--- config.mk ---
export PLATFORM = sky130hd
export DESIGN_NAME = frame_latency_meter
export DESIGN_NICKNAME = d
export VERILOG_FILES = /design/src/rtl/flm_pkg.sv /design/src/rtl/flm_timebase.sv /design/src/rtl/flm_ideal_acc.sv /design/src/rtl/flm_result.sv /design/src/rtl/frame_latency_meter.sv
export SDC_FILE = /design/constraint.sdc
export NUM_CORES = 1
export LEC_CHECK = 0
export ABC_AREA = 0
export BUFFER_PORTS_ARGS = -buffer_cell sky130_fd_sc_hd__buf_4
export CAP_MARGIN = 25
export CORE_ASPECT_RATIO = 1.75
export CORE_MARGIN = 4
export CORE_UTILIZATION = 45
export CTS_CLUSTER_DIAMETER = 30
export CTS_CLUSTER_SIZE = 16
export DETAILED_ROUTE_END_ITERATION = 7
export PLACE_DENSITY = 0.72
export SYNTH_ARGS = -nofsm -noshare
export SYNTH_HDL_FRONTEND = slang
export SYNTH_SLANG_ARGS = --single-unit
--- constraint.sdc ---
create_clock -name clk -period 20.9 [get_ports clk]
set_clock_uncertainty 0.2 [all_clocks]
set_input_delay 4.18 -clock clk [delete_from_list [all_inputs] [get_ports clk]]
set_output_delay 4.18 -clock clk [all_outputs]
set_load 0.01 [all_outputs]
--- src/rtl/flm_pkg.sv ---
package flm_pkg;

   typedef enum logic [1:0] {
      ST_IDLE    = 2'd0,
      ST_COLLECT = 2'd1,
      ST_DRAIN   = 2'd2
   } flm_state_e;

endpackage

--- src/rtl/flm_timebase.sv ---
// Relative tick counter: reads 0 on the opening cell, k for k cycles later.
module flm_timebase #(
   parameter int W = 32
) (
   input  logic         clk,
   input  logic         rst,
   input  logic         start,
   input  logic         run,
   output logic [W-1:0] rel_t,
   output logic         wrap
);
   localparam logic [W-1:0] ALL_ONES = {W{1'b1}};
   localparam logic [W-1:0] ONE      = {{(W-1){1'b0}}, 1'b1};

   logic [W-1:0] cnt_q;

   assign rel_t = start ? '0 : cnt_q;
   assign wrap  = run && !start && (cnt_q == ALL_ONES);

   always_ff @(posedge clk) begin
      if (rst) begin
         cnt_q <= '0;
      end else if (start) begin
         cnt_q <= ONE;
      end else if (run) begin
         cnt_q <= cnt_q + ONE;
      end
   end
endmodule

--- src/rtl/flm_ideal_acc.sv ---
// Ideal-device baseline: base = max(t, base) + max(cit, cot) per cell.
module flm_ideal_acc #(
   parameter int W       = 32,
   parameter bit CFG_REG = 1'b1
) (
   input  logic         clk,
   input  logic         rst,
   input  logic [W-1:0] cit,
   input  logic [W-1:0] cot,
   input  logic         start,
   input  logic         cell_upd,
   input  logic [W-1:0] rel_t,
   output logic [W-1:0] base
);
   logic [W-1:0] cost;
   logic [W-1:0] cost_raw;
   logic [W-1:0] from_t;
   logic [W-1:0] base_q;

   assign cost_raw = (cit > cot) ? cit : cot;

   generate
      if (CFG_REG) begin : g_cost_reg
         logic [W-1:0] cost_q;
         always_ff @(posedge clk) begin
            if (rst) cost_q <= '0;
            else     cost_q <= cost_raw;
         end
         assign cost = cost_q;
      end else begin : g_cost_comb
         assign cost = cost_raw;
      end
   endgenerate

   // On the opening cell the previous baseline is treated as zero.
   assign from_t = start ? rel_t : ((rel_t > base_q) ? rel_t : base_q);

   always_ff @(posedge clk) begin
      if (rst) begin
         base_q <= '0;
      end else if (cell_upd) begin
         base_q <= from_t + cost;
      end
   end

   assign base = base_q;
endmodule

--- src/rtl/flm_result.sv ---
// Result stage: difference, zero floor, registered outputs and valid pulse.
module flm_result #(
   parameter int W = 32
) (
   input  logic         clk,
   input  logic         rst,
   input  logic         done,
   input  logic [W-1:0] measured,
   input  logic [W-1:0] ideal,
   input  logic         ovf,
   output logic         res_valid,
   output logic [W-1:0] res_measured,
   output logic [W-1:0] res_ideal,
   output logic [W-1:0] res_mimo,
   output logic         res_underflow,
   output logic         res_overflow
);
   logic         below;
   logic [W-1:0] diff;

   assign below = measured < ideal;
   assign diff  = below ? '0 : (measured - ideal);

   always_ff @(posedge clk) begin
      if (rst) begin
         res_valid     <= 1'b0;
         res_measured  <= '0;
         res_ideal     <= '0;
         res_mimo      <= '0;
         res_underflow <= 1'b0;
         res_overflow  <= 1'b0;
      end else begin
         res_valid <= done;
         if (done) begin
            res_measured  <= measured;
            res_ideal     <= ideal;
            res_mimo      <= diff;
            res_underflow <= below;
            res_overflow  <= ovf;
         end
      end
   end
endmodule

--- src/rtl/frame_latency_meter.sv ---
module frame_latency_meter
   import flm_pkg::*;
#(
   parameter int W       = 32,
   parameter bit CFG_REG = 1'b1
) (
   input  logic         clk,
   input  logic         rst,
   input  logic [W-1:0] cit_ticks,
   input  logic [W-1:0] cot_ticks,
   input  logic         in_cell_stb,
   input  logic         in_first,
   input  logic         in_last,
   input  logic         out_last_stb,
   output logic         res_valid,
   output logic [W-1:0] res_measured,
   output logic [W-1:0] res_ideal,
   output logic [W-1:0] res_mimo,
   output logic         res_underflow,
   output logic         res_overflow,
   output logic         proto_err
);
   generate
      if (W < 4 || W > 64) begin : g_bad_width
         $error("frame_latency_meter: W must lie in 4..64");
      end
   endgenerate

   flm_state_e   st_q, st_d;
   logic         start, run, cell_upd, last_now, done, perr_evt;
   logic [W-1:0] rel_t, base;
   logic         wrap;
   logic         ovf_q;
   logic         perr_q;

   assign start    = (st_q == ST_IDLE) && in_cell_stb && in_first;
   assign run      = (st_q != ST_IDLE);
   assign cell_upd = start || ((st_q == ST_COLLECT) && in_cell_stb);
   assign last_now = cell_upd && in_last;
   assign done     = (st_q == ST_DRAIN) && out_last_stb;
   assign perr_evt = (st_q == ST_COLLECT) && out_last_stb;

   always_comb begin
      st_d = st_q;
      unique case (st_q)
         ST_IDLE:    if (start) st_d = last_now ? ST_DRAIN : ST_COLLECT;
         ST_COLLECT: if (perr_evt) st_d = ST_IDLE;
                     else if (last_now) st_d = ST_DRAIN;
         ST_DRAIN:   if (done) st_d = ST_IDLE;
         default:    st_d = ST_IDLE;
      endcase
   end

   always_ff @(posedge clk) begin
      if (rst) begin
         st_q   <= ST_IDLE;
         ovf_q  <= 1'b0;
         perr_q <= 1'b0;
      end else begin
         st_q <= st_d;
         if (start)     ovf_q <= 1'b0;
         else if (wrap) ovf_q <= 1'b1;
         if (start)         perr_q <= 1'b0;
         else if (perr_evt) perr_q <= 1'b1;
      end
   end

   assign proto_err = perr_q;

   flm_timebase #(.W(W)) u_time (
      .clk   (clk),
      .rst   (rst),
      .start (start),
      .run   (run),
      .rel_t (rel_t),
      .wrap  (wrap)
   );

   flm_ideal_acc #(.W(W), .CFG_REG(CFG_REG)) u_ideal (
      .clk      (clk),
      .rst      (rst),
      .cit      (cit_ticks),
      .cot      (cot_ticks),
      .start    (start),
      .cell_upd (cell_upd),
      .rel_t    (rel_t),
      .base     (base)
   );

   flm_result #(.W(W)) u_res (
      .clk           (clk),
      .rst           (rst),
      .done          (done),
      .measured      (rel_t),
      .ideal         (base),
      .ovf           (ovf_q | wrap),
      .res_valid     (res_valid),
      .res_measured  (res_measured),
      .res_ideal     (res_ideal),
      .res_mimo      (res_mimo),
      .res_underflow (res_underflow),
      .res_overflow  (res_overflow)
   );
endmodule

==> flow_summary_export.csv, run 1 <==
group,metric,value,unit
floorplanning,dieWidth,132.5,µm
floorplanning,initial_core_util,45.74,%
logic_synthesis,async_flop_share,0,%
sta,fmax,99.63,MHz
cts,clkSlewWorstSetupHoldPaths,0.07,ns
logic_synthesis,synth_cell_type_count,71,
cells_and_area,stdcell_count,2045,
worst_setup_path,r2r-end,"u_ideal.base[30]$_SDFFE_PP0N_",
logic_synthesis,yosysSeqAreaShare,32.64,%
sta,worst_pin_slew,1.007,ns
cts,cts_hold_buffers,0,
logic_synthesis,syn_nets,1755,
job,drv_cap,0,
worst_setup_path,rrSetupSlack,13.90,ns
sta,setup_viol,0,
cts,cts_tree,"done",
route,routedWlPerCell,16.04,µm
power,p_per_area,66.04,nW/µm²
cells_and_area,antennaDiodeCount,0,
place,hpwl,25700,µm
place,io_buffers,169,
logic_synthesis,synth_top_area_share,32.64,%
route,drc,0,
cells_and_area,nFillCells,2643,
global_routing,grt_max_degree,82,
cells_and_area,nets,1878,
sta,period_share,48.03,%
power,vdd_drop_max,0.06035,mV
global_routing,grt_pass1_wl,53370,µm
floorplanning,io_pins,170,
cts,htreeDepth,4,
power,power_leakage,6.468,nW
sta,worst_slack,10.86,ns
worst_setup_path,cp-end-kind,"register",
cts,numCtsBuffers,17,
route,ant_nets,0,
logic_synthesis,synth_ff_type,"dfxtp_1",
logic_synthesis,syn_inst,1586,
sta,rsz0062_at_grt,"false",
route,drt_iter0_markers,833,
worst_setup_path,worst_r2r_path_depth,24,
cts,clk_latency,0.45,ns
route,viasPerCell,5.508,
logic_synthesis,synth.ff_latch_count,199,
global_routing,use_met2,39.83,%
logic_synthesis,syn-cell-area,12210,µm²
worst_setup_path,cp.required,21.01,ns
cells_and_area,final_util,53.50,%
global_routing,grtUsageTotal,21.60,%
worst_setup_path,cp-startpoint,"in_first",
worst_setup_path,endpoint,"u_ideal.base[30]$_SDFFE_PP0N_",
global_routing,grt.met1_usage,24.90,%
sta,setup_tns,0,ns
worst_setup_path,critical_path_arrival,10.14,ns
global_routing,grt-busiest-layer,"met2",
floorplanning,die_area,29930,µm²
global_routing,grt_pass1_vias,11030,
sta,period_needed,10.04,ns
logic_synthesis,synth.most_common_cell,"nand2_1",
global_routing,grt_overflow,0,
floorplanning,core-area,26690,µm²
place,pre_cts_slack,10.38,ns
worst_setup_path,cp_max_fo,36,
logic_synthesis,yosysTopAreaCell,"dfxtp_1",
global_routing,grt_use_met3,2.876,%
cts,clockBufferDepth,2,
cts,cts-root-buf,"clkbuf_16",
cts,clock_sinks,199,
route,drt_wl_total,32810,µm
worst_setup_path,path_class,"primary input to register",
floorplanning,row_count,79,
global_routing,antenna_found_initial,0,
outcome,outcome,"complete, no violations",
cells_and_area,area_delta_synth_final,16.97,%
route,drtPass1Iterations,5,
cts,post-cts-setup-buffers,0,
hold_path,hold_class,"register to register",
logic_synthesis,synth_area_leaders,"dfxtp_1, ha_1, nand2_1, a21oi_1, mux2i_1",
place,routabilityCongestion,0.9513,
sta,report.final.slew_viol_count,0,
cts,cts_resized,0,
floorplanning,die-height,225.9,µm
logic_synthesis,synth_enable_flop_cells,0,
sta,whs,0.2525,ns
logic_synthesis,synthTopCellsByCount,"nand2_1, dfxtp_1, a21oi_1",
sta,hold_viol,0,
place,dp_cells,2014,
sta,slew_headroom,32.87,%
route,vias,11260,
worst_setup_path,crit_path_start_kind,"primary input",
logic_synthesis,synth.avg_cell_area,7.697,µm²
logic_synthesis,yosysWarnings,0,
cells_and_area,drive_above_1_share,13.31,%
worst_setup_path,rr_startpoint,"st_q[0]$_SDFFE_PP0P_",
-- worst min-delay path by stage --
stage	slack, ns	endpoint	startpoint	cells after the start
final	0.25	u_res.res_mimo[1]$_SDFFE_PP0P_	u_res.res_mimo[1]$_SDFFE_PP0P_	2
after global routing	0.27	u_res.res_ideal[10]$_SDFFE_PP0P_	u_res.res_ideal[10]$_SDFFE_PP0P_	2
after CTS	0.26	u_res.res_mimo[1]$_SDFFE_PP0P_	u_res.res_mimo[1]$_SDFFE_PP0P_	2
after detailed placement	0.25	u_res.res_mimo[1]$_SDFFE_PP0P_	u_res.res_mimo[1]$_SDFFE_PP0P_	2
after global placement	0.24	u_res.res_mimo[25]$_SDFFE_PP0P_	u_res.res_mimo[25]$_SDFFE_PP0P_	2
after floorplan	0.23	ovf_q$_SDFFE_PP0P_	ovf_q$_SDFFE_PP0P_	2
-- metrics by stage --
step                      total power [W]  cell area [µm²]
final                           0.0009429            14280
after global routing            0.0009846            14280
after CTS                       0.0009486            14280
after detailed placement        0.0006258            13710
after global placement          0.0006212            13650
after floorplan                 0.0005680            12210
-- layer usage --
| layer | part of all wire (%) | wire length, µm |
|---|---|---|
| met1 | 42 | 13680 |
| met2 | 51 | 16780 |
| met3 | 3.7 | 1224 |
| met4 | 3.5 | 1132 |
| met5 | 0 | 0 |
-- state kept, by name, summed over array words and instances (netlist names) --
register	flops
u_res.res_ideal	32
u_res.res_overflow	1
u_ideal.base	32
u_res.res_measured	32
u_ideal.cost	32
proto_err	1
st_q	2
u_res.res_mimo	32
u_time.cnt_q	32
ovf_q	1
u_res.res_underflow	1
u_res.res_valid	1
-- layout make-up --
class	count	area (µm²)	share of cell area (%)
multi-input combinational	1221	7585	53.12
inverter	89	334.1	2.340
timing repair buffer	181	1399	9.797
tap	324	405.4	2.839
sequential	199	3984	27.90
clock inverter	11	125.1	0.8763
clock buffer	20	446.7	3.128
-- layout by cell type, fill, tap and decap left out, types with 27 or more instances in the layout --
cell type    n
a21oi_1    174
and2_1      32
mux2i_1     61
nand3_1     27
dfxtp_1    199
nor2_1     128
ha_1        98
xor2_1      41
nand2_1    303
buf_4      179
xnor2_1     30
o21ai_0     58
inv_1       88
a21o_1      39
-- critical path, stage by stage --
cell and delay (ns):
buf_4 0.11, nand2_1 0.06, nor2_2 0.09, buf_4 0.35, nor2_1 0.11, ha_1 0.41
and3_1 0.30, nand4_1 0.24, nor4_1 0.42, nand4_1 0.20, nand2b_2 0.76, mux2i_1 0.26
nor2_1 0.07, ha_1 0.21, inv_1 0.07, fa_1 0.20, nor2b_1 0.07, o31a_1 0.26
o31ai_1 0.43, a21oi_1 0.22, o211ai_1 0.28, a31oi_1 0.21, a221oi_1 0.32, or4_1 0.16
o311ai_0 0.13
-- logic make-up after synthesis --
family	Yosys count	share of synthesized area, %
flops	199	32.64
buf+inv	166	5.494
xor+xnor	71	5.094
simple gates	615	22.59
fa+ha+maj	99	10.21
compound gates	374	18.88
mux	62	5.094
-- where the power goes --
group	switching, W	internal [W]
clock	0.000146	0.000179
sequential	0.0000102	0.000391
combinational	0.000125	0.0000918
Note: power is estimated with default switching activity, not from simulation.
==> run 2: changes to the inputs <==
==> constraint.sdc (replaced) <==
create_clock -name clk -period 10.38 [get_ports clk]
set_clock_uncertainty 0.2 [all_clocks]
set_input_delay 2.076 -clock clk [delete_from_list [all_inputs] [get_ports clk]]
set_output_delay 2.076 -clock clk [all_outputs]
set_load 0.01 [all_outputs]
==> run 2 against run 1 <==
Largest power group unchanged. Highest routed layer unchanged. Count of clock-buffer cells in the layout is 2 lower. Die area stayed put. Core utilization is 0.14 points higher.
==> flow_summary_export.csv, run 2 (synthesized netlist as in run 1, its figures left out) <==
group,metric,value,unit
floorplanning,io_pins,170,
worst_setup_path,max_stage_delay,0.45,ns
outcome,outcome,"complete, no violations",
cts,post-cts-setup-buffers,0,
worst_setup_path,critical_path_arrival,7.77,ns
power,power_leakage,6.490,nW
cts,cts-root-buf,"clkbuf_16",
sta,fmax,131.3,MHz
sta,hold_viol,0,
worst_setup_path,path_class,"primary input to register",
route,drt_wl_total,33060,µm
sta,setup_viol,0,
place,routabilityCongestion,0.9008,
place,hpwl,25740,µm
cts,htreeDepth,4,
floorplanning,row_count,79,
worst_setup_path,cp_max_fo,37,
sta,slew_headroom,44.77,%
worst_setup_path,crit_path_start_kind,"primary input",
sta,setup_tns,0,ns
cts,numCtsBuffers,17,
worst_setup_path,cp-end-kind,"register",
route,viasPerCell,5.526,
hold_path,hold_class,"register to register",
floorplanning,initial_core_util,45.74,%
worst_setup_path,cp_slowest_cell,"ha_1",
route,drt_iter0_markers,904,
global_routing,grt_pass1_wl,53430,µm
route,drtPass1Iterations,5,
global_routing,grt_pass1_vias,10890,
power,vdd_drop_max,0.1105,mV
global_routing,grt_max_degree,81,
job,drv_cap,0,
floorplanning,die_area,29930,µm²
cells_and_area,nFillCells,2562,
global_routing,grtUsageTotal,21.69,%
cells_and_area,final_cell_mix,"nand2_1, dfxtp_1, buf_4",
cells_and_area,nets,1879,
sta,report.final.slew_viol_count,0,
cts,clock_sinks,199,
sta,rsz0062_at_grt,"false",
worst_setup_path,rrSetupSlack,3.94,ns
sta,period_needed,7.616,ns
cts,clockBufferDepth,2,
cts,cts_resized,0,
worst_setup_path,path_buf_inv,3,
worst_setup_path,cpLargestDelayFamily,"simple AND/OR/NAND/NOR gates",
cells_and_area,drive_above_1_share,13.52,%
floorplanning,core-area,26690,µm²
sta,period_share,73.37,%
cells_and_area,final_common_cell,"nand2_1",
global_routing,grt_overflow,0,
sta,worst_pin_slew,0.8284,ns
global_routing,antenna_found_initial,0,
cells_and_area,antennaDiodeCount,0,
route,drc,0,
cts,cts_hold_buffers,0,
cts,cts_tree,"done",
cells_and_area,area_delta_synth_final,17.28,%
power,power.total,0.001932,W
worst_setup_path,cp.required,10.53,ns
place,io_buffers,169,
cts,clk_latency,0.46,ns
route,ant_nets,0,
power,p_per_area,135.0,nW/µm²
route,vias,11310,
cts,clkSlewWorstSetupHoldPaths,0.07,ns
route,routedWlPerCell,16.15,µm
worst_setup_path,path_cells,"buf_4, nand4bb_1, buf_4, and2_1, ha_1, and4_1, nand4_1, nor4_1, nand4_1, nand2b_2, buf_4, mux2i_1, nor2_1, ha_1, nand4_1, nor2_1, o2111ai_1, a21oi_1, o211ai_1, a31oi_1, a31oi_1, or4_1, o311ai_0",
floorplanning,die-height,225.9,µm
floorplanning,dieWidth,132.5,µm
## run 2: cell types whose count changed in the layout (fill, tap and decap cells not counted), sizes merged
cell,before,now
clkinv,6,5
clkbuf,20,18
buf,181,182
clkinvlp,2,1
inv,90,95
## run 2: cell type report
cell class	instances	area, µm²	area share, %
Inverter	89	334.1	2.334
Sequential cell	199	3984	27.83
Clock inverter	14	162.7	1.136
Tap cell	324	405.4	2.832
Multi-Input combinational cell	1221	7585	52.98
Timing Repair Buffer	182	1406	9.823
Clock buffer	18	439.2	3.068
## run 2: report_power, final
| group | switching [W] | internal (W) |
|---|---|---|
| registers | 0.0000209 | 0.000787 |
| logic | 0.000254 | 0.000185 |
| clock network | 0.000318 | 0.000368 |
| total | 0.000593 | 0.00134 |
## run 2: final timing paths
kind / startpoint / endpoint / cells after the start
max: in_first / u_ideal.base[28]$_SDFFE_PP0N_ / 23
min: u_res.res_mimo[15]$_SDFFE_PP0P_ / u_res.res_mimo[15]$_SDFFE_PP0P_ / 2
max reg2reg: st_q[0]$_SDFFE_PP0P_ / u_ideal.base[28]$_SDFFE_PP0N_ / 23
min reg2reg: u_res.res_mimo[15]$_SDFFE_PP0P_ / u_res.res_mimo[15]$_SDFFE_PP0P_ / 2
## run 2: worst min-delay path, delay by kind of cell, from the launching register on
kind	cells	cell delay, ns
DFF	1	0.31
and+or+nand+nor	1	0.05
AOI/OAI and AO/OA	1	0.05
## run 2: routing by layer
metal  vias up  track usage [%]  part of all wire [%]
met5         -                0                     0
met4         0            10.30                   3.9
li1       5711                -                     -
met2       305            38.21                    50
met1      5220            25.84                    42
met3        75            3.232                   3.7
## run 2: through the flow
stage | cell area [µm²] | utilization, % | cells | setup WS, ns | hold slack (ns)
5_1_grt | 14320 | 53.64 | 2047 | 2.361 | 0.2762
6_report | 14320 | 53.64 | 2047 | 2.764 | 0.2503
3_5_place_dp | 13710 | 51.39 | 2015 | 2.326 | 0.2462
2_1_floorplan | 12210 | - | 1586 | 3.007 | 0.2278
3_3_place_gp | 13660 | 51.18 | 2013 | 2.443 | 0.2398
4_1_cts | 14320 | 53.64 | 2047 | 2.796 | 0.2547
